## config.mk

```make
export PLATFORM = sky130hd
export DESIGN_NAME = rtc_calendar_core
export DESIGN_NICKNAME = d
export VERILOG_FILES = /design/src/rtl/rtc_cal_pkg.sv /design/src/rtl/rtc_month_len.sv /design/src/rtl/rtc_time_counter.sv /design/src/rtl/rtc_host_port.sv /design/src/rtl/rtc_calendar_core.sv
export SDC_FILE = /design/constraint.sdc
export NUM_CORES = 1
export LEC_CHECK = 0
export ABC_AREA = 1
export BUFFER_PORTS_ARGS = -buffer_cell sky130_fd_sc_hd__buf_2
export CAP_MARGIN = 15
export CORE_MARGIN = 1.5
export CORE_UTILIZATION = 50
export DETAILED_ROUTE_END_ITERATION = 10
export MAX_ROUTING_LAYER = met4
export PLACE_DENSITY = 0.69
export SKIP_LAST_GASP = 1
export SYNTH_ARGS = -nofsm -noshare
export SYNTH_HDL_FRONTEND = slang
export SYNTH_SLANG_ARGS = --single-unit
```

## constraint.sdc

```tcl
create_clock -name clk -period 3.7 [get_ports clk]
set_clock_uncertainty 0.1 [all_clocks]
set_input_delay 0.185 -clock clk [delete_from_list [all_inputs] [get_ports clk]]
set_output_delay 0.185 -clock clk [all_outputs]
set_load 0.005 [all_outputs]
```

## src/rtl/rtc_cal_pkg.sv

```systemverilog
// Package: shared widths, field indices, time record and BCD helpers
// for the calendar clock core. Assumes all stored values are BCD.
package rtc_cal_pkg;

    localparam int BYTE_W     = 8;
    localparam int NUM_FIELDS = 7;

    localparam int FLD_SEC   = 0;
    localparam int FLD_MIN   = 1;
    localparam int FLD_HOUR  = 2;
    localparam int FLD_DATE  = 3;
    localparam int FLD_MONTH = 4;
    localparam int FLD_YEAR  = 5;
    localparam int FLD_DOW   = 6;

    // hours byte layout
    localparam int HOUR_MODE_BIT = 7;   // 1 = 24-hour
    localparam int HOUR_PM_BIT   = 6;   // 12-hour only

    typedef struct packed {
        logic [BYTE_W-1:0] sec;
        logic [BYTE_W-1:0] min;
        logic [BYTE_W-1:0] hour;
        logic [BYTE_W-1:0] date;
        logic [BYTE_W-1:0] month;
        logic [BYTE_W-1:0] year;
        logic [BYTE_W-1:0] dow;
    } rtc_time_t;

    typedef logic [NUM_FIELDS-1:0][BYTE_W-1:0] rtc_bytes_t;

    localparam rtc_time_t RESET_TIME = '{
        sec: 8'h00, min: 8'h00, hour: 8'h80, date: 8'h01,
        month: 8'h01, year: 8'h00, dow: 8'h00
    };

    // two BCD digits to binary
    function automatic logic [6:0] bcd2bin(input logic [7:0] b);
        int v;
        v = int'(b[7:4]) * 10 + int'(b[3:0]);
        return 7'(v);
    endfunction

    // binary 0..99 to two BCD digits
    function automatic logic [7:0] bin2bcd(input logic [6:0] v);
        return {4'(v / 7'd10), 4'(v % 7'd10)};
    endfunction

    // time record to byte array indexed by field number
    function automatic rtc_bytes_t to_bytes(input rtc_time_t t);
        rtc_bytes_t b;
        b[FLD_SEC]   = t.sec;
        b[FLD_MIN]   = t.min;
        b[FLD_HOUR]  = t.hour;
        b[FLD_DATE]  = t.date;
        b[FLD_MONTH] = t.month;
        b[FLD_YEAR]  = t.year;
        b[FLD_DOW]   = t.dow;
        return b;
    endfunction

    // byte array to time record
    function automatic rtc_time_t from_bytes(input rtc_bytes_t b);
        rtc_time_t t;
        t.sec   = b[FLD_SEC];
        t.min   = b[FLD_MIN];
        t.hour  = b[FLD_HOUR];
        t.date  = b[FLD_DATE];
        t.month = b[FLD_MONTH];
        t.year  = b[FLD_YEAR];
        t.dow   = b[FLD_DOW];
        return t;
    endfunction

endpackage

```

## src/rtl/rtc_month_len.sv

```systemverilog
// Module: last day number of a month, with leap-year February.
// Assumes month is BCD 01..12 and year is BCD 00..99 (2000..2099),
// so every year divisible by four is a leap year.
module rtc_month_len
    import rtc_cal_pkg::*;
(
    input  logic [BYTE_W-1:0] month_bcd,
    input  logic [BYTE_W-1:0] year_bcd,
    output logic [4:0]        last_day
);

    logic [6:0] year_bin;
    logic       leap;

    // leap detection from binary year
    always_comb begin
        year_bin = bcd2bin(year_bcd);
        leap     = (year_bin[1:0] == 2'b00);
    end

    // month length lookup
    always_comb begin
        case (month_bcd)
            8'h02:                      last_day = leap ? 5'd29 : 5'd28;
            8'h04, 8'h06, 8'h09, 8'h11: last_day = 5'd30;
            default:                    last_day = 5'd31;
        endcase
    end

endmodule

```

## src/rtl/rtc_time_counter.sv

```systemverilog
// Module: live time registers and their one-second advance chain.
// A load (commit) overrides a tick in the same cycle. The counter stays
// halted after reset until a load arrives with arm set.
// Assumes loaded values are valid BCD.
module rtc_time_counter
    import rtc_cal_pkg::*;
(
    input  logic      clk,
    input  logic      rst_n,
    input  logic      tick,
    input  logic      load,
    input  logic      arm,
    input  rtc_time_t load_val,
    output rtc_time_t cur,
    output logic      running
);

    rtc_time_t  nxt;
    logic [4:0] last_day;
    logic [6:0] s_b, m_b, h_b, d_b, mo_b, y_b, w_b;
    logic [7:0] h_bcd;
    logic       c_min, c_hr, c_day, c_mon, c_yr, pm_n;

    rtc_month_len u_len (
        .month_bcd (cur.month),
        .year_bcd  (cur.year),
        .last_day  (last_day)
    );

    // compute the time one second after cur
    always_comb begin
        nxt   = cur;
        s_b   = bcd2bin(cur.sec);
        m_b   = bcd2bin(cur.min);
        h_b   = bcd2bin({2'b00, cur.hour[5:0]});
        d_b   = bcd2bin(cur.date);
        mo_b  = bcd2bin(cur.month);
        y_b   = bcd2bin(cur.year);
        w_b   = bcd2bin(cur.dow);
        h_bcd = 8'h00;
        pm_n  = cur.hour[HOUR_PM_BIT];
        c_min = 1'b0;
        c_hr  = 1'b0;
        c_day = 1'b0;
        c_mon = 1'b0;
        c_yr  = 1'b0;

        if (s_b >= 7'd59) begin
            nxt.sec = 8'h00;
            c_min   = 1'b1;
        end else begin
            nxt.sec = bin2bcd(s_b + 7'd1);
        end

        if (c_min) begin
            if (m_b >= 7'd59) begin
                nxt.min = 8'h00;
                c_hr    = 1'b1;
            end else begin
                nxt.min = bin2bcd(m_b + 7'd1);
            end
        end

        if (c_hr) begin
            if (cur.hour[HOUR_MODE_BIT]) begin
                if (h_b >= 7'd23) begin
                    h_bcd = 8'h00;
                    c_day = 1'b1;
                end else begin
                    h_bcd = bin2bcd(h_b + 7'd1);
                end
                nxt.hour = {2'b10, h_bcd[5:0]};
            end else begin
                if (h_b == 7'd11) begin
                    h_bcd = 8'h12;
                    pm_n  = ~cur.hour[HOUR_PM_BIT];
                    c_day = cur.hour[HOUR_PM_BIT];
                end else if (h_b >= 7'd12) begin
                    h_bcd = 8'h01;
                end else begin
                    h_bcd = bin2bcd(h_b + 7'd1);
                end
                nxt.hour = {1'b0, pm_n, h_bcd[5:0]};
            end
        end

        if (c_day) begin
            if (d_b >= {2'b00, last_day}) begin
                nxt.date = 8'h01;
                c_mon    = 1'b1;
            end else begin
                nxt.date = bin2bcd(d_b + 7'd1);
            end
            nxt.dow = (w_b >= 7'd6) ? 8'h00 : bin2bcd(w_b + 7'd1);
        end

        if (c_mon) begin
            if (mo_b >= 7'd12) begin
                nxt.month = 8'h01;
                c_yr      = 1'b1;
            end else begin
                nxt.month = bin2bcd(mo_b + 7'd1);
            end
        end

        if (c_yr) begin
            nxt.year = (y_b >= 7'd99) ? 8'h00 : bin2bcd(y_b + 7'd1);
        end
    end

    // live time register: commit first, then tick while running
    always_ff @(posedge clk) begin
        if (!rst_n) begin
            cur <= RESET_TIME;
        end else if (load) begin
            cur <= load_val;
        end else if (tick && running) begin
            cur <= nxt;
        end
    end

    // run flag: set by the first commit that carried a written byte
    always_ff @(posedge clk) begin
        if (!rst_n) begin
            running <= 1'b0;
        end else if (load && arm) begin
            running <= 1'b1;
        end
    end

endmodule

```

## src/rtl/rtc_host_port.sv

```systemverilog
// Module: host access side. It holds the read snapshot and the write
// shadow, and tracks the write transaction. It emits a one-cycle commit
// with the merged shadow, and an arm flag when any byte was written.
// Assumes start/commit/abort are single-cycle pulses.
module rtc_host_port
    import rtc_cal_pkg::*;
#(
    parameter int ADDR_W = 3
) (
    input  logic              clk,
    input  logic              rst_n,
    input  rtc_time_t         live,
    input  logic              rd_start,
    input  logic              wr_start,
    input  logic              wr_en,
    input  logic              wr_commit,
    input  logic              wr_abort,
    input  logic [ADDR_W-1:0] addr,
    input  logic [BYTE_W-1:0] wr_data,
    output logic [BYTE_W-1:0] rd_data,
    output logic              commit,
    output logic              commit_arm,
    output rtc_time_t         commit_val,
    output rtc_time_t         snap
);

    rtc_bytes_t            live_b, snap_b, shadow_q, shadow_nxt;
    logic [NUM_FIELDS-1:0] hit;
    logic                  active_q, dirty_q, dirty_nxt;

    assign live_b = to_bytes(live);
    assign snap_b = to_bytes(snap);

    // per-field shadow update: reload on start, else take a hit byte
    for (genvar g = 0; g < NUM_FIELDS; g++) begin : g_fld
        always_comb begin
            hit[g] = wr_en && active_q && !wr_start && (addr == ADDR_W'(g));
            if (wr_start)    shadow_nxt[g] = live_b[g];
            else if (hit[g]) shadow_nxt[g] = wr_data;
            else             shadow_nxt[g] = shadow_q[g];
        end
    end

    // commit decode and merged value
    always_comb begin
        dirty_nxt  = dirty_q || (|hit);
        commit     = active_q && wr_commit && !wr_abort && !wr_start;
        commit_arm = dirty_nxt;
        commit_val = from_bytes(shadow_nxt);
    end

    // shadow storage
    always_ff @(posedge clk) begin
        if (!rst_n) shadow_q <= '0;
        else        shadow_q <= shadow_nxt;
    end

    // transaction state: open on start, close on commit or abort
    always_ff @(posedge clk) begin
        if (!rst_n) begin
            active_q <= 1'b0;
            dirty_q  <= 1'b0;
        end else if (wr_start) begin
            active_q <= 1'b1;
            dirty_q  <= 1'b0;
        end else if (active_q && (wr_commit || wr_abort)) begin
            active_q <= 1'b0;
            dirty_q  <= 1'b0;
        end else begin
            dirty_q  <= dirty_nxt;
        end
    end

    // read snapshot capture
    always_ff @(posedge clk) begin
        if (!rst_n)        snap <= '0;
        else if (rd_start) snap <= live;
    end

    // read mux from the snapshot; unused addresses read zero
    always_comb begin
        rd_data = '0;
        for (int i = 0; i < NUM_FIELDS; i++) begin
            if (addr == ADDR_W'(i)) rd_data = snap_b[i];
        end
    end

endmodule

```

## src/rtl/rtc_calendar_core.sv

```systemverilog
// Module: top of the calendar clock core. It joins the host port
// (snapshot, shadow, transaction rules) to the live time counter.
// Assumes tick_1hz is a one-cycle pulse and ADDR_W >= 3.
module rtc_calendar_core
    import rtc_cal_pkg::*;
#(
    parameter int ADDR_W = 3
) (
    input  logic              clk,
    input  logic              rst_n,
    input  logic              tick_1hz,
    input  logic              rd_start,
    input  logic              wr_start,
    input  logic              wr_en,
    input  logic              wr_commit,
    input  logic              wr_abort,
    input  logic [ADDR_W-1:0] addr,
    input  logic [BYTE_W-1:0] wr_data,
    output logic [BYTE_W-1:0] rd_data
);

    rtc_time_t live_time, snap_time, commit_time;
    logic      do_commit, commit_arm, running;

    rtc_host_port #(.ADDR_W(ADDR_W)) u_port (
        .clk        (clk),
        .rst_n      (rst_n),
        .live       (live_time),
        .rd_start   (rd_start),
        .wr_start   (wr_start),
        .wr_en      (wr_en),
        .wr_commit  (wr_commit),
        .wr_abort   (wr_abort),
        .addr       (addr),
        .wr_data    (wr_data),
        .rd_data    (rd_data),
        .commit     (do_commit),
        .commit_arm (commit_arm),
        .commit_val (commit_time),
        .snap       (snap_time)
    );

    rtc_time_counter u_cnt (
        .clk      (clk),
        .rst_n    (rst_n),
        .tick     (tick_1hz),
        .load     (do_commit),
        .arm      (commit_arm),
        .load_val (commit_time),
        .cur      (live_time),
        .running  (running)
    );

endmodule

```

# Word level (Yosys, flattened, before mapping)
# Cells that the tools add are included.
[op_classes]
add_sub_neg = 14
multipliers = 7
n_div = 14
magnitude_cmp = 8
n_eq_ne = 12
muxes = 55
bitwise_logic = 2
n_reduce_logical = 38
[ops]
columns = ["operator", "n"]
rows = [
  ["8-bit two-way mux", 34],
  ["56-bit two-way mux", 2],
  ["7-bit by 1-bit adder with 7-bit output (second input constant)", 7],
  ["7-bit by 5-bit adder with 7-bit output", 7],
  ["7-bit by 4-bit divider with 7-bit output (second input constant)", 7],
  ["7-bit by 4-bit modulo with 7-bit output (second input constant)", 7],
  ["4-bit by 3-bit multiplier with 6-bit output (second input constant)", 6],
  ["6-bit two-way mux", 3],
  ["8-bit by 3-bit equality test with 1-bit output (second input constant)", 2],
  ["1-bit logical AND", 15],
  ["1-bit two-way mux", 15],
  ["7-bit by 4-bit greater-or-equal comparator with 1-bit output (second input constant)", 2],
  ["7-bit by 6-bit greater-or-equal comparator with 1-bit output (second input constant)", 2],
  ["2-bit nonzero test", 7],
  ["2-bit AND reduction", 5],
  ["3-bit equality test (second input constant)", 3],
  ["8-bit by 2-bit equality test with 1-bit output (second input constant)", 1],
  ["8-bit by 4-bit equality test with 1-bit output (second input constant)", 1],
  ["8-bit by 5-bit equality test with 1-bit output (second input constant)", 1],
  ["7-bit by 4-bit equality test with 1-bit output (second input constant)", 1],
  ["7-bit by 3-bit greater-or-equal comparator with 1-bit output (second input constant)", 1],
  ["7-bit by 5-bit greater-or-equal comparator with 1-bit output", 1],
  ["7-bit by 5-bit greater-or-equal comparator with 1-bit output (second input constant)", 1],
  ["7-bit greater-or-equal comparator (second input constant)", 1],
  ["other kinds (14)", 18],
]
[totals]
ff_bits = 171
inputBits = 19
output_inout_bits = 8
elab_cells = 175

# Depth between registers and ports, before layout
[depth]
depth_word = 12
mapped_depth = 31
mapped_depth_nobuf = 31

# Cells and area by module
# A second synthesis with hierarchy kept.
[unflattened]
hier_cells = 2098
hier_area_um2 = 13040.0
[by_module_without_submodules]
columns = ["module", "instances", "cells_per_inst", "area_per_inst_um2", "seq_area_each_um2"]
rows = [
  ["rtc_time_counter", 1, 1163, 7302.0, 1141.1],
  ["rtc_host_port", 1, 903, 5587.9, 2282.2],
  ["rtc_month_len", 1, 32, 150.1, 0.0],
]

# Least setup slack after synthesis
# No wires, ideal clock.
[synth_timing]
path_type = "reg-to-reg"
from = "reg u_cnt.cur[5] (netlist bit)"
to = "reg u_cnt.cur[2] (netlist bit)"
setup_time_ns = 0.128
arrival_time_ns = 3.364
t_required_ns = 3.472
setup_slack_ns = 0.108
stages_incl_launch_ff = 27
path_buffers = 0
period_less_slack_ns = 3.592
cell_sequence = "dfxtp_1 -> ha_1 -> ha_1 -> fa_1 -> nand2_1 -> or2_2 -> nand3_1 -> nand2_1 -> inv_1 -> nand2_1 -> nand2_1 -> nand3_1 -> o211ai_2 -> nand2_1 -> nand2_1 -> nand3_1 -> nand2_1 -> nand2_1 -> nand2_1 -> nand2_1 -> inv_1 -> ha_1 -> inv_1 -> nand3_1 -> nand4_1 -> a21oi_1 -> nor2_1"
[synth_between]
elab_chain_cells = 8
word_cells_on_any_way = 9
cone_classes = "add/sub: 2; mul: 1; div: 1; order compare: 1; mux: 4"
[synth_lines]
columns = ["element", "line_no", "source"]
rows = [
  ["start: declaration", "rtc_time_counter.sv:14", "output rtc_time_t cur,"],
  ["start signal: assignment", "rtc_time_counter.sv:116", "cur <= load_val;"],
  ["start signal: assignment", "rtc_time_counter.sv:118", "cur <= nxt;"],
  ["4-bit by 3-bit multiplier with 6-bit output *", "rtc_cal_pkg.sv:40", "v = int'(b[7:4]) * 10 + int'(b[3:0]);"],
  ["7-bit by 5-bit adder with 7-bit output *", "rtc_cal_pkg.sv:40", ""],
  ["7-bit by 1-bit adder with 7-bit output", "rtc_time_counter.sv:94", "nxt.dow = (w_b >= 7'd6) ? 8'h00 : bin2bcd(w_b + 7'd1);"],
  ["7-bit by 4-bit modulo with 7-bit output", "rtc_cal_pkg.sv:46", "return {4'(v / 7'd10), 4'(v % 7'd10)};"],
  ["8-bit two-way mux *", "rtc_time_counter.sv:94", ""],
  ["8-bit two-way mux *", "rtc_time_counter.sv:87", "if (c_day) begin"],
  ["56-bit two-way mux *", "rtc_time_counter.sv:117", "end else if (tick && running) begin"],
  ["56-bit two-way mux *", "rtc_time_counter.sv:115", "end else if (load) begin"],
]
# Every way passes the cells marked *; elsewhere a longest branch is shown, timed or not. The select of a mux whose other input is x is not followed.
# A chain may end at the register's enable or synchronous reset.

# Worst setup path in the final report
[layout_timing]
from = "reg u_cnt.cur[55] (netlist bit)"
to = "reg u_cnt.cur[51] (netlist bit)"
[layout_between]
elab_chain_cells = 7
word_cells_on_any_way = 8
cone_classes = "add/sub: 2; mul: 1; div: 1; order compare: 1; mux: 3"
[layout_lines]
columns = ["element", "line_no", "source"]
rows = [
  ["4-bit by 3-bit multiplier with 6-bit output *", "rtc_cal_pkg.sv:40", ""],
  ["7-bit by 5-bit adder with 7-bit output *", "rtc_cal_pkg.sv:40", ""],
  ["7-bit by 1-bit adder with 7-bit output", "rtc_time_counter.sv:52", "nxt.sec = bin2bcd(s_b + 7'd1);"],
  ["7-bit by 4-bit modulo with 7-bit output", "rtc_cal_pkg.sv:46", ""],
  ["8-bit two-way mux *", "rtc_time_counter.sv:48", "if (s_b >= 7'd59) begin"],
  ["56-bit two-way mux *", "rtc_time_counter.sv:117", ""],
  ["56-bit two-way mux *", "rtc_time_counter.sv:115", ""],
]
# Marked as above.

==> metrics <==
FF-to-FF Start u_cnt.cur[55]$_SDFFE_PN0P_; Max Slew Vio Count 0; CP Max Fanout 4; FP Rows 55; Fill cells 2112; die area 24400 um^2; Worst-Margin Slew 0.980 ns; Initial DRT Pass Iterations 6; Tot Pwr 4.06 mW; met1 Track Usage GR a little over a third; unrepaired setup endpoints after global routing yes; asr flop ratio synth 0%; Ys Warns 0; Mapped Avg Cell Area between 6 and 7 um^2; layout cell share with drive strength beyond 1 22.6%; commonest non-fill, non-tap cell in the layout nand2_1; crit share post-route 101%; Mapped Nets between 1500 and 2000; Hold WC Path Type input pin to register; max_cap viols 0; Tmin final 3.75 ns; CTS Buf Count 17; worst skew pair latency roughly 0.43 ns; clk root buf clkbuf_16; Syn-to-layout area delta 24.7%; GRT Max-Usage Layer met2; Netlist Area Pre-Place 11800 um^2; Reg area 3440 um^2; routed len/inst 15.0 um; GR met2 Demand/Resource 48.0%; Initial Utilization between 50% and 60%; Pleak about 6.8 nW; Vias 12600; DRC 0; Pwr per Cell Area 277 nW/um^2; clk sink count 171; hold path cells 4; register bit count reported by yosys about 170; WHS Endpoint u_port.dirty_q$_SDFF_PP0_; Worst EP arrival approximately 4.0 ns; io pins 27; grt ovf 0; drt total wl 34.4 mm; number of port buffers 26; largest net degree at the start of global routing 109; Main synth FF type dfxtp_1; placer congestion estimate 0.912; clock tree from TritonCTS done; vias in the first global route 11500; DRT iter0 DRCs between 1000 and 1500; startpoint of the worst hold path wr_abort; r2r worst-path depth 25; Critical Path End Type register; reg-to-reg setup timing slack -0.05 ns; Final WS setup -0.0463 ns; Slew HR 34.7%; ANT nets after route 0; endpoints failing hold 0; Die H around 160 um; failing checks setup timing; global-route wire length before repair 55.2 mm; Worst Path Required 3.91 ns; Syn Inst Count ~1800; GRT Total Usage 28.6%; final setup fails 8; fin nets 2080; placed cells between 2000 and 2500; H-Tree Depth 4; Min Hold Slack 0.0732 ns; commonest cells after routing, fill and taps aside nand2_1 (384), nor2_1 (233), inv_1 (178), o21ai_0 (156), dfxtp_1 (154); critical path class register to register; status finished with violations; CTS clk-pin slew, worst paths 0.06 ns; Worst IR Drop VDD 0.000241 V; Worst Setup Start Kind register; hpwl dp 23.3 mm; Cell Count, Final, Fillers Out approximately 2300; Final TNS setup -0.257 ns; Reg-to-Reg End u_cnt.cur[51]$_SDFFE_PN0P_; Horiz. Die Dim ~160 um; initial antenna violation count 1; core area approximately 23000 um^2; via/cell ratio 5.47; number of synthesized flops with an enable pin 0; area of the multi-input gates 8200 um^2; Place WS -0.193 ns; sequential area share after synthesis about 29%; library cells used by synthesis 41; fmax 0.267 GHz; clk buf depth 2; met3 Use GR 3.38%
[cell families (layout without fill, tap and decap cells)]
family | Yosys count | count (layout) | share of synthesized area [%]
flip-flops | 171 | 171 | 29.1
AND/OR/NAND/NOR | 965 | 965 | 34.8
XOR/XNOR | 16 | 16 | 1.19
buffers and inverters | 261 | 411 | 8.34
other | 0 | 1 | 0
AO/OA/AOI/OAI | 334 | 334 | 16.4
adder cells (fa/ha/maj) | 87 | 87 | 10.1
[cell usage after synthesis, types with 4 or more instances]
master    count  area share (%)
o22ai_1       9            0.48
a31oi_1       6            0.32
a22o_1        8            0.60
nand4_1      51             2.7
o211ai_2      6            0.64
a21oi_1      80             3.4
nand3_1     156             6.6
a221oi_1     10            0.74
nand3_2       6            0.51
o21ai_1       9            0.38
xor2_1       10            0.74
nand2_1     468              15
nand3b_1      6            0.38
inv_1       201             6.4
buf_1         6            0.19
clkbuf_1     50             1.6
nand2_2       4            0.21
or2_2        10            0.53
o21ai_0     160             6.8
fa_1         13             2.2
dfxtp_1     171              29
o211ai_1     34             2.2
nor2_1      245             7.8
nor4_1        5            0.27
nor3_1        8            0.34
ha_1         74             7.9
xnor2_1       6            0.45
[flip-flops by register name, summed over array words and instances, names as in the netlist]
register,flops
u_cnt.cur,56
u_port.shadow_q,56
u_port.snap,56
u_cnt.running,1
u_port.active_q,1
u_port.dirty_q,1
[routing by layer]
layer  up-vias  share of wire (%)
met1      5864                 45
met4         0                2.3
met2       290                 48
li1       6365                  -
met5         -                  0
met3        62                4.5
[final cells by class]
class | instances | share of cell area [%]
Multi-Input combinational cell | 1402 | 55.9
Sequential cell | 171 | 23.5
Timing Repair Buffer | 178 | 8.91
Inverter | 204 | 5.24
Clock buffer | 21 | 3.07
Tap cell | 313 | 2.67
Clock inverter | 8 | 0.666
Antenna cell | 1 | 0.0171
[how the worst max path moves through the flow]
stage / slack (ns) / from / end
final: -0.05 / u_cnt.cur[55]$_SDFFE_PN0P_ / u_cnt.cur[51]$_SDFFE_PN0P_
after detailed placement: -0.19 / u_cnt.cur[45]$_SDFFE_PN0P_ / u_cnt.cur[42]$_SDFFE_PN0P_
after global routing: -0.33 / u_cnt.cur[47]$_SDFFE_PN0P_ / u_cnt.cur[41]$_SDFFE_PN0P_
after floorplan: 0.11 / u_cnt.cur[5]$_SDFFE_PN0P_ / u_cnt.cur[2]$_SDFFE_PN0P_
after CTS: -0.03 / u_cnt.cur[15]$_SDFFE_PN0P_ / u_cnt.cur[10]$_SDFFE_PN0P_
after global placement: -0.12 / u_cnt.cur[45]$_SDFFE_PN0P_ / u_cnt.cur[42]$_SDFFE_PN0P_
[repair_timing]
action	CTS	global route
hold buffers	2	0
endpoints found under the hold margin	1	0
pin swaps	76	117
setup endpoints to repair	18	36
setup buffers	67	21
resized for setup	91	167
[worst max-delay path, stage by stage, from the launching register on]
cell	delay, ns
dfxtp_2	0.33
ha_4	0.24
ha_4	0.15
fa_1	0.55
nand2_1	0.07
inv_2	0.05
nand4_1	0.12
nand2_1	0.13
nand2_1	0.07
nand2_2	0.09
nand2_2	0.07
nand2_4	0.08
nand4_1	0.22
buf_4	0.23
nand3_1	0.08
nand2_2	0.06
inv_2	0.06
nand2_2	0.07
nand2_2	0.09
nand2_2	0.06
nand2_2	0.07
inv_2	0.05
ha_4	0.15
buf_4	0.13
o211ai_1	0.19
a31oi_1	0.10
[stage by stage]
step           util [%]  instance area, um^2
6_report           64.2                14700
5_1_grt            64.2                14700
3_3_place_gp       54.9                12600
4_1_cts            61.1                14000
3_5_place_dp       54.9                12600
2_1_floorplan         -                11800
[power breakdown]
part           switching (mW)  internal, mW  leakage (nW)
registers              0.0302          1.91          1.41
logic                   0.272         0.140          5.14
clock network           0.716         0.996         0.261
Note: power is estimated with default switching activity, not from simulation.
